$ cat src/rtl/ssp_pkg.sv
package ssp_pkg;

  localparam int WORD_W  = 24;
  localparam int CTL_W   = 2;
  localparam int R_W     = 14;
  localparam int ABP_W   = 2;
  localparam int A_W     = 6;
  localparam int B_W     = 13;
  localparam int MUX_W   = 3;
  localparam int PS_W    = 2;
  localparam int P_W     = 7;
  localparam int N_W     = B_W + 6;
  localparam int P_BASE  = 8;
  localparam int B_MIN   = 3;

  localparam int R_LSB   = CTL_W;
  localparam int ABP_LSB = R_LSB + R_W;
  localparam int A_LSB   = CTL_W;
  localparam int B_LSB   = A_LSB + A_W;
  localparam int F_CRST  = 2;
  localparam int F_PD    = 3;
  localparam int F_MUX   = 4;
  localparam int F_POL   = F_MUX + MUX_W;
  localparam int F_TRI   = F_POL + 1;
  localparam int F_PS    = WORD_W - PS_W;

  typedef enum logic [CTL_W-1:0] {
    DST_REF  = 2'b00,
    DST_DIV  = 2'b01,
    DST_FUNC = 2'b10,
    DST_NONE = 2'b11
  } dst_e;

  typedef struct packed {
    logic [ABP_W-1:0] abp;
    logic [R_W-1:0]   rdiv;
  } ref_t;

  typedef struct packed {
    logic [B_W-1:0] b;
    logic [A_W-1:0] a;
  } div_t;

  typedef struct packed {
    logic [PS_W-1:0]  ps;
    logic             tri_st;
    logic             pol;
    logic [MUX_W-1:0] mux;
    logic             pd;
    logic             crst;
  } func_t;

  function automatic logic [P_W-1:0] presc_modulus(input logic [PS_W-1:0] sel);
    return P_W'(P_BASE) << sel;
  endfunction

  function automatic logic [N_W-1:0] total_ratio(input div_t d, input logic [P_W-1:0] p);
    logic [N_W-1:0] prod;
    prod = N_W'(d.b) * N_W'(p);
    return prod + N_W'(d.a);
  endfunction

  function automatic logic b_allowed(input logic [B_W-1:0] b);
    return b >= B_W'(B_MIN);
  endfunction

endpackage

$ cat src/rtl/ssp_sync.sv
module ssp_sync #(
  parameter int STAGES = 2,
  parameter bit EDGE   = 1'b0
) (
  input  logic clk,
  input  logic rst,
  input  logic async_in,
  output logic sync_out
);
  localparam int DEPTH = STAGES + (EDGE ? 1 : 0);

  logic [DEPTH-1:0] stg;

  always_ff @(posedge clk) begin
    if (rst) stg <= '0;
    else     stg <= {stg[DEPTH-2:0], async_in};
  end

  generate
    if (EDGE) begin : g_edge
      assign sync_out = stg[STAGES-1] & ~stg[STAGES];
    end else begin : g_level
      assign sync_out = stg[STAGES-1];
    end
  endgenerate
endmodule

$ cat src/rtl/ssp_shift.sv
module ssp_shift #(
  parameter int W = 24
) (
  input  logic         clk,
  input  logic         rst,
  input  logic         shift_en,
  input  logic         din,
  output logic [W-1:0] word
);
  always_ff @(posedge clk) begin
    if (rst)           word <= '0;
    else if (shift_en) word <= {word[W-2:0], din};
  end
endmodule

$ cat src/rtl/ssp_latches.sv
module ssp_latches
  import ssp_pkg::*;
(
  input  logic  clk,
  input  logic  rst,
  input  logic  load,
  input  dst_e  dst,
  input  logic  b_ok,
  input  ref_t  ref_nx,
  input  div_t  div_nx,
  input  func_t func_nx,
  output ref_t  ref_q,
  output div_t  div_q,
  output func_t func_q
);
  logic we_ref, we_div, we_func;

  always_comb begin
    we_ref  = 1'b0;
    we_div  = 1'b0;
    we_func = 1'b0;
    if (load) begin
      unique case (dst)
        DST_REF:  we_ref  = 1'b1;
        DST_DIV:  we_div  = b_ok;
        DST_FUNC: we_func = 1'b1;
        DST_NONE: ;
      endcase
    end
  end

  always_ff @(posedge clk) begin
    if (rst) begin
      ref_q  <= '0;
      div_q  <= '0;
      func_q <= '0;
    end else begin
      if (we_ref)  ref_q  <= ref_nx;
      if (we_div)  div_q  <= div_nx;
      if (we_func) func_q <= func_nx;
    end
  end
endmodule

$ cat src/rtl/ssp_top.sv
module ssp_top
  import ssp_pkg::*;
#(
  parameter int SYNC_STAGES = 2
) (
  input  logic             clk,
  input  logic             rst,
  input  logic             ser_clk,
  input  logic             ser_data,
  input  logic             ser_load,
  input  logic             chip_en,
  output logic [R_W-1:0]   ref_div,
  output logic [ABP_W-1:0] abp_width,
  output logic [A_W-1:0]   a_count,
  output logic [B_W-1:0]   b_count,
  output logic             fn_cnt_rst,
  output logic             fn_sw_pd,
  output logic [MUX_W-1:0] fn_mux,
  output logic             fn_pol,
  output logic             fn_cp_tri,
  output logic [PS_W-1:0]  fn_presc,
  output logic [P_W-1:0]   presc_mod,
  output logic [N_W-1:0]   n_div,
  output logic             power_down,
  output logic             counter_hold,
  output logic             cp_hiz
);
  // Events brought out as named wires for the checker
  logic              shift_evt;
  logic              load_evt;
  logic              data_bit;
  logic [WORD_W-1:0] sh_word;
  dst_e              dst;
  logic              b_ok;
  ref_t              ref_nx, ref_q;
  div_t              div_nx, div_q;
  func_t             func_nx, func_q;

  ssp_sync #(.STAGES(SYNC_STAGES), .EDGE(1'b1)) u_sync_clk (
    .clk(clk), .rst(rst), .async_in(ser_clk), .sync_out(shift_evt));
  ssp_sync #(.STAGES(SYNC_STAGES), .EDGE(1'b0)) u_sync_dat (
    .clk(clk), .rst(rst), .async_in(ser_data), .sync_out(data_bit));
  ssp_sync #(.STAGES(SYNC_STAGES), .EDGE(1'b1)) u_sync_ld (
    .clk(clk), .rst(rst), .async_in(ser_load), .sync_out(load_evt));

  ssp_shift #(.W(WORD_W)) u_shift (
    .clk(clk), .rst(rst), .shift_en(shift_evt), .din(data_bit), .word(sh_word));

  assign dst            = dst_e'(sh_word[CTL_W-1:0]);
  assign ref_nx.rdiv    = sh_word[R_LSB +: R_W];
  assign ref_nx.abp     = sh_word[ABP_LSB +: ABP_W];
  assign div_nx.a       = sh_word[A_LSB +: A_W];
  assign div_nx.b       = sh_word[B_LSB +: B_W];
  assign func_nx.crst   = sh_word[F_CRST];
  assign func_nx.pd     = sh_word[F_PD];
  assign func_nx.mux    = sh_word[F_MUX +: MUX_W];
  assign func_nx.pol    = sh_word[F_POL];
  assign func_nx.tri_st = sh_word[F_TRI];
  assign func_nx.ps     = sh_word[F_PS +: PS_W];
  assign b_ok           = b_allowed(div_nx.b);

  ssp_latches u_latches (
    .clk(clk), .rst(rst), .load(load_evt), .dst(dst), .b_ok(b_ok),
    .ref_nx(ref_nx), .div_nx(div_nx), .func_nx(func_nx),
    .ref_q(ref_q), .div_q(div_q), .func_q(func_q));

  assign ref_div    = ref_q.rdiv;
  assign abp_width  = ref_q.abp;
  assign a_count    = div_q.a;
  assign b_count    = div_q.b;
  assign fn_cnt_rst = func_q.crst;
  assign fn_sw_pd   = func_q.pd;
  assign fn_mux     = func_q.mux;
  assign fn_pol     = func_q.pol;
  assign fn_cp_tri  = func_q.tri_st;
  assign fn_presc   = func_q.ps;
  assign presc_mod  = presc_modulus(func_q.ps);
  assign n_div      = total_ratio(div_q, presc_mod);

  assign power_down   = ~chip_en | func_q.pd;
  assign counter_hold = func_q.crst | power_down;
  assign cp_hiz       = func_q.tri_st | func_q.crst | power_down;
endmodule

$ cat config.mk
export PLATFORM = sky130hd
export DESIGN_NAME = ssp_top
export DESIGN_NICKNAME = d
export VERILOG_FILES = /design/src/rtl/ssp_pkg.sv /design/src/rtl/ssp_sync.sv /design/src/rtl/ssp_shift.sv /design/src/rtl/ssp_latches.sv /design/src/rtl/ssp_top.sv
export SDC_FILE = /design/constraint.sdc
export NUM_CORES = 1
export LEC_CHECK = 0
export BUFFER_PORTS_ARGS = -buffer_cell sky130_fd_sc_hd__buf_2
export CELL_PAD_IN_SITES_DETAIL_PLACEMENT = 0
export CELL_PAD_IN_SITES_GLOBAL_PLACEMENT = 1
export CORE_ASPECT_RATIO = 1.1
export CORE_UTILIZATION = 48
export DETAILED_ROUTE_END_ITERATION = 8
export HOLD_SLACK_MARGIN = 0.02
export PLACE_DENSITY_LB_ADDON = 0.1
export REMOVE_ABC_BUFFERS = 1
export SYNTH_ARGS = -nofsm -noshare
export SYNTH_HDL_FRONTEND = slang
export SYNTH_HIERARCHICAL = 1
export SYNTH_SLANG_ARGS = --single-unit
$ cat constraint.sdc
create_clock -name clk -period 12.6 [get_ports clk]
set_clock_uncertainty 0.05 [all_clocks]
set_input_delay 1.89 -clock clk [delete_from_list [all_inputs] [get_ports clk]]
set_output_delay 1.89 -clock clk [all_outputs]
set_load 0.05 [all_outputs]
==> key figures <==
Logic synthesis
  • Post-Synth Adder-Cell Area: 0.207
  • Leading area contributor after synthesis: dfxtp_1
  • Post-synth EDFFs: 0
  • Complex-gate fraction of the synthesized area: 0.0409
  • Top cells by area, synth: dfxtp_1, mux2i_1, ha_1, nand2b_1, fa_1
  • Predominant post-synthesis flop cell: dfxtp_1
  • Post-synthesis cell count: about 520
  • Distinct cells, synth: 44
  • Register area share after synthesis: 0.300
  • Count leader, synth: nand2b_1
  • Area share of the largest cell type after synthesis: 0.300
  • Commonest cells in the netlist: nand2b_1, dfxtp_1, mux2i_1
  • Mux cell area share after synthesis: 0.134
  • Async S/R FF share, synth: 0
  • Avg Inst Size Synth: a little under 10 sq um
  • Synth Area in Simple Gates: 0.220
  • Synth Register Bits: 76
  • Xor/xnor share of the synthesized area: 0.0276
  • Mapped cell area: approximately 5100 sq um
  • Synth Warn #: 6
  • Combinational family with the most area after synthesis: simple AND/OR/NAND/NOR gates

Power
  • NetSw: between 100 and 150 uW
  • Worst vdd ir: ~0.11 mV
  • Clock power share: 0.480
  • Switch share: 0.208
  • Pwr Density: 87.5 nW/um^2
  • Leak pwr: between 0.002 and 0.003 uW
  • Reg power frac: 0.481
  • Logic pwr share: 0.039
  • Pint: 398 uW

Global routing
  • Vias in the first global route: about 3400
  • Grt ovf: 0
  • Global-route wire length before repair: 15800 microns
  • Grt met2 use: 0.313
  • Largest net degree at the start of global routing: about 120
  • Global routing's busiest layer: met2
  • Antenna violations before repair: 0
  • Met3 usage: 0.0337
  • Met1 Resource Use GR: 0.224
  • GR Util All Layers: 0.182

Finish
  • Non-Filler Instances: about 730
  • Multi-input combinational cell area: ~3200 sq um
  • Nets: 661
  • Ant. Diodes: 0
  • Fill count: slightly below 1000
  • Reg area: roughly 1500 sq um
  • Share of post-route cells with drive strength above 1: 0.176
  • Layout area overhead: 13.2%

Floorplanning
  • Starting density of the core: 0.491
  • I/O pin cnt: 79
  • Die width: 100 microns
  • Row count: 39
  • Full die area: 11000 sq um
  • Core area: 10300 sq um
  • Die Span Y: between 100 and 150 microns

Clock tree
  • Postcts setup bufs: 0
  • CTS buffer count: 9
  • Gates resized, CTS repair: 0
  • Hold buffer count at cts: 0
  • Max clock buf depth: 2
  • Root Driver: clkbuf_16
  • Htree depth: 3
  • CTS tree: done
  • Clk Latency, worst-skew pair: roughly 0.32 ns
  • Clock Sink Count: between 70 and 80
  • Clock-pin slew on the worst setup and hold paths: around 0.06 ns

Critical path
  • WS Path Type: flop to output port
  • CP required: ~11 ns
  • Worst setup SP type: flop
  • Top cell family by delay on the critical path: adder cells
  • Crit path buf inv count: 2
  • Worst path arrival time: around 5.5 ns
  • Crit-path max FO: 15
  • Worst setup EP type: output port
  • Cell chain of the critical path: nor2b_1 -> nand2_1 -> fa_1 -> fa_1 -> inv_1 -> ha_1 -> ha_1 -> fa_1 -> a211oi_2 -> o31ai_1 -> a31o_2 -> a221o_1 -> a21oi_2 -> xnor2_1 -> buf_2
  • Critical path's slowest cell: nor2b_1
  • Cell mode on critical path: fa_1
  • CP max stage delay: 0.68 ns

STA
  • Finish-stage setup viols: 0
  • Max-slew violations: 0
  • Worst Max-Slew Pin Slew: ~0.88 ns
  • Post-Route Setup TNS: 0 ns
  • RSZ-0062 raised after global routing: false
  • Fin worst setup slack: ~5.2 ns
  • Post-route clock period utilization: 0.590
  • Final worst path period need: ~7.4 ns
  • Fmax: between 0.1 and 0.15 GHz
  • Final hold vios: 0
  • Hold Slack: 0.388 ns
  • Max-slew headroom: 0.409

Route
  • Final WL: 9320 microns
  • Drt first pass iters: 4
  • DRT iter0 DRCs: ~130
  • Drt drc: 0
  • Wire per inst: 12.7 microns
  • Via density: 4.86
  • Final ANT Viol Nets: 0
  • Via Count: 3559

Place
  • Place WS: between 5 and 6 ns
  • Hpwl dp: between 6000 and 7000 microns
  • Count of buffers from port buffering: 75
  • Post-Place Cells: 717
  • Routability cong.: 0.822

Flow run
  • Maxcap violations: 0

Worst hold path
  • Worst hold path class: flop to flop

Status
  • Status: completed
worst register-to-register path: stages (launching register included):
cell     delay (ns)
dfxtp_1        0.42
nand2_1        0.10
nand4_1        0.10
and4b_1        0.40
buf_4          0.37
mux2i_1        0.25
area by class of cell:
| type | count | share of cell area |
|---|---|---|
| inverter | 37 | 0.0242 |
| timing repair buffer | 79 | 0.0706 |
| tap | 143 | 0.0311 |
| clock buffer | 12 | 0.0464 |
| clock inverter | 4 | 0.00392 |
| sequential | 76 | 0.265 |
| multi-input combinational | 382 | 0.559 |
state kept, by name, summed over array words and instances, names as in the netlist:
signal	flops
u_sync_clk/stg	3
u_latches/ref_q	16
u_sync_ld/stg	3
u_sync_dat/stg	2
u_shift/word	24
u_latches/div_q	19
u_latches/func_q	9
routing by layer:
layer,part of all wire,vias to the layer above
met5,0,-
met2,0.48,61
met4,0.014,0
met3,0.029,12
met1,0.47,1667
li1,-,1819
power by group through the flow:
stage / clock network, uW / logic, uW / registers, uW
finish: 241 / 19.8 / 242
global route: 258 / 21.2 / 242
CTS: 249 / 20.0 / 242
detailed placement: 0 / 20.0 / 247
global placement: 0 / 19.8 / 247
floorplan: 0 / 13.4 / 247
cells by family (layout without fill, tap and decap cells):
family / Yosys count / in the layout
and+or+nand+nor: 196 / 196
DFF: 76 / 76
adders and majority gates: 70 / 70
muxes: 68 / 68
buffers and inverters: 68 / 132
AOI/OAI and AO/OA: 29 / 29
xor gates and xnor gates: 16 / 16
other: 1 / 3
worst paths after layout:
check	cells past startpoint	slack, ns	startpoint	end
max	15	5.17	u_latches/func_q[8]$_SDFFE_PP0P_	n_div[17]
min	1	0.39	u_sync_dat/stg[0]$_SDFF_PP0_	u_sync_dat/stg[1]$_SDFF_PP0_
min reg2reg	1	0.39	u_sync_dat/stg[0]$_SDFF_PP0_	u_sync_dat/stg[1]$_SDFF_PP0_
max reg2reg	5	10.83	u_shift/word[8]$_SDFFE_PP0P_	u_latches/div_q[10]$_SDFFE_PP0P_
per-stage QoR:
step | instance area [sq um] | util | power (uW)
after floorplan | 4870 | - | 260
after global routing | 5750 | 0.555 | 521
after CTS | 5750 | 0.555 | 511
after global placement | 5460 | 0.527 | 267
after detailed placement | 5460 | 0.527 | 267
final | 5750 | 0.555 | 503
cells in the final DEF (no fill, tap or decap), types with 2 or more instances in the layout:
| master | netlist | layout |
|---|---|---|
| and3_1 | 11 | 11 |
| o21ai_0 | 2 | 2 |
| mux2i_1 | 68 | 68 |
| ha_1 | 47 | 47 |
| conb_1 | 1 | 3 |
| xnor2_1 | 10 | 10 |
| and2_1 | 26 | 26 |
| nand3_1 | 2 | 2 |
| nand2b_1 | 89 | 89 |
| clkbuf_16 | 0 | 9 |
| o21ai_1 | 3 | 3 |
| nor4_1 | 2 | 2 |
| dfxtp_1 | 76 | 76 |
| fa_1 | 23 | 23 |
| inv_1 | 37 | 37 |
| nor2b_2 | 2 | 2 |
| a21oi_1 | 5 | 5 |
| a21o_1 | 6 | 6 |
| a21oi_2 | 2 | 2 |
| buf_2 | 3 | 75 |
| nand2_1 | 20 | 20 |
| nor2_1 | 27 | 27 |
| clkinv_2 | 0 | 3 |
| clkbuf_8 | 0 | 3 |
| nor2b_1 | 10 | 10 |
| xor2_1 | 6 | 6 |
| buf_4 | 7 | 4 |
| a221o_1 | 2 | 2 |
Power figures use the tool's default switching activity.
